<file path="src/rtl/db_pkg.sv">
package db_pkg;
    localparam int REG_W = 32;
    localparam int MID_W = 5;

    // word index of each register; the index itself is the bus decode
    typedef enum logic [1:0] {
        SEL_RING    = 2'd0,
        SEL_ALLOW   = 2'd1,
        SEL_SEEN    = 2'd2,
        SEL_PENDING = 2'd3
    } db_sel_e;

    typedef enum logic {
        IRQ_QUIET  = 1'b0,
        IRQ_RAISED = 1'b1
    } db_irq_e;

    typedef struct packed {
        logic ring;
        logic allow;
        logic seen;
        logic pending;
    } db_wstb_t;
endpackage

</file>
<file path="src/rtl/db_regdec.sv">
module db_regdec
    import db_pkg::*;
(
    input  logic       wr_en,
    input  logic [1:0] reg_sel,
    output db_wstb_t   wstb,
    output db_sel_e    rsel
);
    db_sel_e sel;
    assign sel  = db_sel_e'(reg_sel);
    assign rsel = sel;

    always_comb begin
        wstb = '0;
        if (wr_en) begin
            unique case (sel)
                SEL_RING:    wstb.ring    = 1'b1;
                SEL_ALLOW:   wstb.allow   = 1'b1;
                SEL_SEEN:    wstb.seen    = 1'b1;
                SEL_PENDING: wstb.pending = 1'b1;
                default:     wstb         = '0;
            endcase
        end
    end
endmodule

</file>
<file path="src/rtl/db_bit_bank.sv">
module db_bit_bank
    import db_pkg::*;
#(
    parameter int NUM_MASTERS = 32
) (
    input  logic                   clk,
    input  logic                   rst_n,
    input  logic                   ring_we,
    input  logic [MID_W-1:0]       ring_id,
    input  logic                   seen_clr_we,
    input  logic                   pend_clr_we,
    input  logic [NUM_MASTERS-1:0] clr_bits,
    input  logic [NUM_MASTERS-1:0] allow,
    output logic [NUM_MASTERS-1:0] seen,
    output logic [NUM_MASTERS-1:0] pend
);
    // one cell per master; a ring outranks a clear of the same bit
    for (genvar m = 0; m < NUM_MASTERS; m++) begin : g_cell
        logic hit;
        logic seen_keep;
        logic pend_keep;

        assign hit       = ring_we && (ring_id == MID_W'(m));
        assign seen_keep = seen[m] && !(seen_clr_we && clr_bits[m]);
        assign pend_keep = pend[m] && !(pend_clr_we && clr_bits[m]);

        always_ff @(posedge clk or negedge rst_n) begin
            if (!rst_n) begin
                seen[m] <= 1'b0;
                pend[m] <= 1'b0;
            end else begin
                seen[m] <= hit || seen_keep;
                pend[m] <= (hit && allow[m]) || pend_keep;
            end
        end
    end
endmodule

</file>
<file path="src/rtl/db_irq_fsm.sv">
module db_irq_fsm
    import db_pkg::*;
(
    input  logic clk,
    input  logic rst_n,
    input  logic pend_any,
    output logic irq
);
    db_irq_e state_q;
    db_irq_e state_d;

    always_ff @(posedge clk or negedge rst_n) begin
        if (!rst_n) state_q <= IRQ_QUIET;
        else        state_q <= state_d;
    end

    always_comb begin
        state_d = state_q;
        unique case (state_q)
            IRQ_QUIET:  if (pend_any)  state_d = IRQ_RAISED; // raise
            IRQ_RAISED: if (!pend_any) state_d = IRQ_QUIET;  // drop
            default:                   state_d = IRQ_QUIET;
        endcase
    end

    assign irq = (state_q == IRQ_RAISED);
endmodule

</file>
<file path="src/rtl/db_doorbell_unit.sv">
module db_doorbell_unit
    import db_pkg::*;
#(
    parameter int NUM_MASTERS = 32
) (
    input  logic             clk,
    input  logic             rst_n,
    input  logic             wr_en,
    input  logic             rd_en,
    input  logic [1:0]       reg_sel,
    input  logic [REG_W-1:0] wdata,
    input  logic [MID_W-1:0] wr_master,
    output logic [REG_W-1:0] rdata,
    output logic             irq
);
    db_wstb_t               wstb;
    db_sel_e                rsel;
    logic [NUM_MASTERS-1:0] allow_q;
    logic [NUM_MASTERS-1:0] seen_q;
    logic [NUM_MASTERS-1:0] pend_q;
    logic [REG_W-1:0]       rd_word;

    db_regdec u_dec (
        .wr_en   (wr_en),
        .reg_sel (reg_sel),
        .wstb    (wstb),
        .rsel    (rsel)
    );

    always_ff @(posedge clk or negedge rst_n) begin
        if (!rst_n)          allow_q <= '0;
        else if (wstb.allow) allow_q <= wdata[NUM_MASTERS-1:0];
    end

    db_bit_bank #(.NUM_MASTERS(NUM_MASTERS)) u_bank (
        .clk         (clk),
        .rst_n       (rst_n),
        .ring_we     (wstb.ring && wdata[0]),
        .ring_id     (wr_master),
        .seen_clr_we (wstb.seen),
        .pend_clr_we (wstb.pending),
        .clr_bits    (wdata[NUM_MASTERS-1:0]),
        .allow       (allow_q),
        .seen        (seen_q),
        .pend        (pend_q)
    );

    db_irq_fsm u_irq (
        .clk      (clk),
        .rst_n    (rst_n),
        .pend_any (|pend_q),
        .irq      (irq)
    );

    always_comb begin
        unique case (rsel)
            SEL_RING:    rd_word = '0;
            SEL_ALLOW:   rd_word = REG_W'(allow_q);
            SEL_SEEN:    rd_word = REG_W'(seen_q);
            SEL_PENDING: rd_word = REG_W'(pend_q);
            default:     rd_word = '0;
        endcase
    end

    always_ff @(posedge clk or negedge rst_n) begin
        if (!rst_n)     rdata <= '0;
        else if (rd_en) rdata <= rd_word;
    end
endmodule

</file>
<file path="config.mk">
export PLATFORM = sky130hd
export DESIGN_NAME = db_doorbell_unit
export DESIGN_NICKNAME = d
export VERILOG_FILES = /design/src/rtl/db_pkg.sv /design/src/rtl/db_regdec.sv /design/src/rtl/db_bit_bank.sv /design/src/rtl/db_irq_fsm.sv /design/src/rtl/db_doorbell_unit.sv
export SDC_FILE = /design/constraint.sdc
export NUM_CORES = 1
export LEC_CHECK = 0
export BUFFER_PORTS_ARGS = -buffer_cell sky130_fd_sc_hd__buf_2
export CORE_ASPECT_RATIO = 0.8
export CORE_MARGIN = 4
export CORE_UTILIZATION = 45
export CTS_BUF_LIST = sky130_fd_sc_hd__clkbuf_4
export CTS_CLUSTER_DIAMETER = 200
export DETAILED_ROUTE_END_ITERATION = 7
export MAX_ROUTING_LAYER = met4
export PLACE_DENSITY = 0.77
export SLEW_MARGIN = 5
export SYNTH_ARGS = -nofsm -noshare
export SYNTH_HDL_FRONTEND = slang
export SYNTH_SLANG_ARGS = --single-unit
</file>
<file path="constraint.sdc">
create_clock -name clk -period 2.45 [get_ports clk]
set_input_delay 0.735 -clock clk [delete_from_list [all_inputs] [get_ports clk]]
set_output_delay 0.735 -clock clk [all_outputs]
set_load 0.02 [all_outputs]
</file>
Word-level counts from Yosys, hierarchy flattened
Cells that the tools add are included.
Widths: inputs -> output; s select.

operators by class
  reduce and logical (&&, ||, !) cells = 324
  muxes and demuxes = 7
  eq/ne operators = 34

operators with widths
  cell                count
  $logic_and 1x1->1   193
  $pmux 32 s4         1
  $eq 5x5->1 const B  16
  $logic_not 1->1     64
  $logic_or 1x1->1    64
  $eq 5x4->1 const B  8
  $reduce_or 32->1    1
  $eq 5x3->1 const B  4
  $eq 5x2->1 const B  2
  $eq 5x1->1 const B  1
  $logic_not 5->1     1
  $mux 1              5
  $eq 2x2->1 const B  2
  $mux 4              1
  $eq 2x1->1 const B  1
  $logic_not 2->1     1

storage, ports and cells
  output and inout port bits = 33
  bits in registers = 129
  word-level logic and storage cells = 432
  bits of input ports = 43

Logic depth before layout (Yosys ltp)
  depth in word-level cells = 7
  mapped depth = 6

Hierarchy
From an unflattened synthesis, not the netlist that was laid out.

unflattened totals
  cell total of the unflattened synthesis = 491
  area, all modules = 6,286.0 um^2

by module, submodules not included
  module            sequential area each (um^2)  cells each  area an instance (um^2)  instances
  db_doorbell_unit  1,601.5                      260         3,507.1                  1
  db_bit_bank       1,601.5                      224         2,701.3                  1
  db_regdec         0.0                          6           52.6                     1
  db_irq_fsm        25.0                         1           25.0                     1

Worst setup path after synthesis
Ideal clock, no wire load.

  path type = input-to-reg
  start = input port reg_sel[1]
  end = register u_bank.seen[8]
  path slack = 0.428 ns
  stages on the path = 6
  required time = 2.375 ns
  data arrival time = 1.948 ns
  buffers on the path = 3
  library setup time = 0.075 ns
  path through = buf_2 -> nand4bb_1 -> buf_4 -> or4b_4 -> buf_6 -> o2bb2ai_2

on the way
  cells in the longest elaborated chain, start to end = 7
  elaborated cells between the ends (all ways) = 11
  those cells by class = 1 x eq/ne; 3 x mux; 7 x reduce/logical

RTL lines
  item                             line                    source
  from (decl)                      db_doorbell_unit.sv:10  input logic [1:0] reg_sel,
  $eq 2x2->1                       db_regdec.sv:16         unique case (sel)
  $mux 1                           db_regdec.sv:16
  $mux 4 (*)                       db_regdec.sv:15         if (wr_en) begin
  $logic_and 1x1->1                db_bit_bank.sv:24       assign seen_keep = seen[m] && !(seen_clr_we && clr_bits[m]);
  $logic_not 1->1                  db_bit_bank.sv:24
  $logic_and 1x1->1                db_bit_bank.sv:24
  $logic_or 1x1->1 (*)             db_bit_bank.sv:32       seen[m] <= hit || seen_keep;
  to (signal, indexed assignment)  db_bit_bank.sv:32
  to (decl)                        db_bit_bank.sv:14       output logic [NUM_MASTERS-1:0] seen,

Every way passes the cells marked *; elsewhere a longest branch is shown, timed or not.
A chain may end at the register's enable or synchronous reset.

Worst setup path in the final report
  start = register rdata[6]
  end = output port rdata[6]

RTL lines
  item                    line                    source
  from (decl)             db_doorbell_unit.sv:13  output logic [REG_W-1:0] rdata,
  from (signal assigned)  db_doorbell_unit.sv:67  else if (rd_en) rdata <= rd_word;

No word-level cell between the ends.

==> out/results.txt <==
status: finished, final reports clean
Placed Area: 0.00645 mm^2
first-pass GRT wire length: 24.2 mm
Fmax achieved: 550 MHz
worst hold margin: 0.183 ns
Post-DRT Antenna Nets: 0
Worst Setup Slack, final: 0.632 ns
Pint: 3410 uW
dominant synthesized flop cell: dfrtp_1
Pwr per Cell Area: 698 mW/mm^2
Top delay family on crit path: flip-flops
largest area contributor in the netlist: dfrtp_1
grt total ovfl: 0
RePlAce Congestion: 0.797
Worst slew margin: 63.0%
top routing layer in use: met4
Clk network pwr share: 34.1%
CP arrival: 1.08 ns
Worst setup SP type: flop
Finish-stage setup viols: 0
Initial DRC Count: 330
pin count of the biggest net entering global routing: 40
Worst-Margin Slew: 0.551 ns
Reg2Reg Capture Point: u_irq.irq
CP max-delay cell: dfrtp_1
Reg area: 0.00323 mm^2
crit share post-route: 74.2%
IO Pins: 76
DRT met1 WL: 6.72 mm
Post-Route WL: 14.8 mm
Syn Area/Cell: 11.6 um^2
# DRC: 0
drt via density: 5.82
Fillers: 1,040
Fin Clk Skew: 0.0103 ns
H-tree Lvls: 4
Multi-input gate area: 0.00238 mm^2
final hold vios: 0
First-pass DRT Iterations: 5
crit path kind: reg -> out
Post-synth EDFFs: 0
Setup Fix Bufs, Post-CTS: 0
Die Wd: 135 um
synthesis-to-finish area growth: 17.2%
R2R Path Start: u_bank.pend[12]
crit path time final: 1.82 ns
Place WS: 0.318 ns
Yosys top cell area share: 55.9%
Yosys reg bits: 129
Initial Utilization: 46.6%
Cells after Synth: 497
# rows: 36
DR WL/cell: 19.5 um
Nets: 617
Global Route Usage Sum: 21.8%
RSZ-0062 raised after global routing: false
die height: 109 um
max_cap viols: 0
vias in the first global route: 4,607
initial antenna violation count: 1
R2R cell count: 3
ys async rst share: 100%
maximum VDD drop: 0.000317 V
via count: 4,417
CP Buf/Inv Count: 1
share of layout cells above drive strength 1: 34.8%
clock-pin transition on the worst setup and hold timing paths: 0.12 ns
Combinational Power Share: 14.2%
main area contributors after synthesis: dfrtp_1 (56%), mux2_2 (12%), a32o_1 (4.9%)
Critical Path End Type: output pin
Switching Share: 28.0%
CP Cell Sequence: buf_2
Syn Nets: 540
CTS max path bufs: 2
metal2 WL: 7.02 mm
sequential share of the synthesized area: 55.9%
Flop pwr share: 51.7%
clock sink count: 129
post_cts resized: 0
Crit Path Max Fanout: 2
Finished Cell Area: 0.00677 mm^2
Psw: 1320 uW
TritonCTS clock tree: done
Netlist cell types: 32
Max Slew Vio Count: 0
CP peak stage delay: 0.40 ns
Setup TNS: 0 ns
core footprint: 0.0124 mm^2
hold_buf cts: 0
Cell Area, Synth: 0.00578 mm^2
flop-to-flop setup slack: 0.93 ns
worst endpoint required time: 1.71 ns
synthesis warning total: 0
die area: 0.0147 mm^2
Clk Latency, worst-skew pair: 0.52 ns
DP HPWL: 9.80 mm
Port Buffers: 75
CTS Buf Count: 17
met3 WL: 984 um
LEAKAGE: 0.00304 uW
Clock Tree Root: clkbuf_4
Hold Crit Class: in -> async
area by class of cell:
type | count | share of cell area [%]
antenna | 1 | 0.0370
clock buffer | 17 | 1.89
clock inverter | 15 | 2.85
inverter | 1 | 0.0554
multi-input combinational | 327 | 35.1
sequential | 129 | 47.7
tap | 171 | 3.16
timing repair buffer | 98 | 9.24
metal layers:
metal  global-route usage, %  up-vias
met4                    6.47        0
li1                        -     1994
met2                    33.2      155
met1                    29.2     2256
met5                       -        -
met3                    5.44       12
sequential cells by signal (all words and copies together) (netlist names):
register and cells:
allow_q 32, rdata 32, u_bank.pend 32, u_bank.seen 32
u_irq.irq 1
cells in the mapped netlist, types with 3 or more instances:
| library cell | n |
|---|---|
| a21oi_1 | 32 |
| a22o_1 | 28 |
| a22oi_1 | 32 |
| a32o_1 | 28 |
| buf_1 | 3 |
| buf_2 | 3 |
| clkbuf_1 | 31 |
| dfrtp_1 | 129 |
| mux2_2 | 64 |
| nand2_1 | 71 |
| nor2_1 | 35 |
| nor2b_1 | 3 |
| nor4_1 | 8 |
| o2bb2ai_1 | 6 |
cells by family after synthesis:
| group | share of synthesized area (%) |
|---|---|
| AOI/OAI and AO/OA | 17.5 |
| buffers and inverters | 3.05 |
| DFF | 55.9 |
| muxes | 12.5 |
| and+or+nand+nor | 11.2 |
power groups by stage:
| stage | registers [uW] | logic (uW) | clock network (uW) |
|---|---|---|---|
| 2_1_floorplan | 2520 | 333 | 0 |
| 5_1_grt | 2460 | 734 | 1750 |
| 4_1_cts | 2440 | 679 | 1640 |
| 6_report | 2440 | 671 | 1610 |
| 3_5_place_dp | 2480 | 678 | 0 |
| 3_3_place_gp | 2470 | 657 | 0 |
how the worst max path moves through the flow:
stage,from,end,slack [ns],depth (start not counted)
after CTS,rdata[6],rdata[6],0.59,1
after global placement,reg_sel[0],u_bank.pend[18],0.36,5
after detailed placement,reg_sel[0],u_bank.pend[18],0.32,5
final,rdata[6],rdata[6],0.63,1
after global routing,rdata[10],rdata[10],0.55,1
after floorplan,reg_sel[1],u_bank.seen[8],0.43,6
placed cells by master, fill, tap and decap left out, types with 2 or more instances in the layout:
cell | netlist | final
dfrtp_1 | 129 | 129
buf_2 | 3 | 74
nand2_1 | 71 | 71
mux2_2 | 64 | 64
nor2_1 | 35 | 35
a22oi_1 | 32 | 32
a21oi_1 | 32 | 32
a22o_1 | 28 | 28
a32o_1 | 28 | 28
buf_4 | 1 | 18
clkbuf_4 | 0 | 17
nor4_1 | 8 | 8
o2bb2ai_1 | 6 | 6
buf_12 | 0 | 6
clkinv_2 | 0 | 5
bufinv_16 | 0 | 4
clkinvlp_4 | 0 | 4
o2bb2ai_2 | 2 | 2
nand2b_1 | 2 | 2
nor2b_1 | 3 | 2
nor3_2 | 2 | 2
nand3b_1 | 2 | 2
nand4_1 | 2 | 2
clkinv_4 | 0 | 2
per-stage QoR:
| step | power [uW] | util (%) | std cells |
|---|---|---|---|
| final | 4730 | 54.7 | 759 |
| after global routing | 4950 | 54.7 | 759 |
| after CTS | 4760 | 54.6 | 758 |
| after detailed placement | 3160 | 52.1 | 726 |
| after global placement | 3120 | 52.1 | 726 |
| after floorplan | 2860 | - | 497 |
No activity file was read; power rests on OpenSTA's default activity.
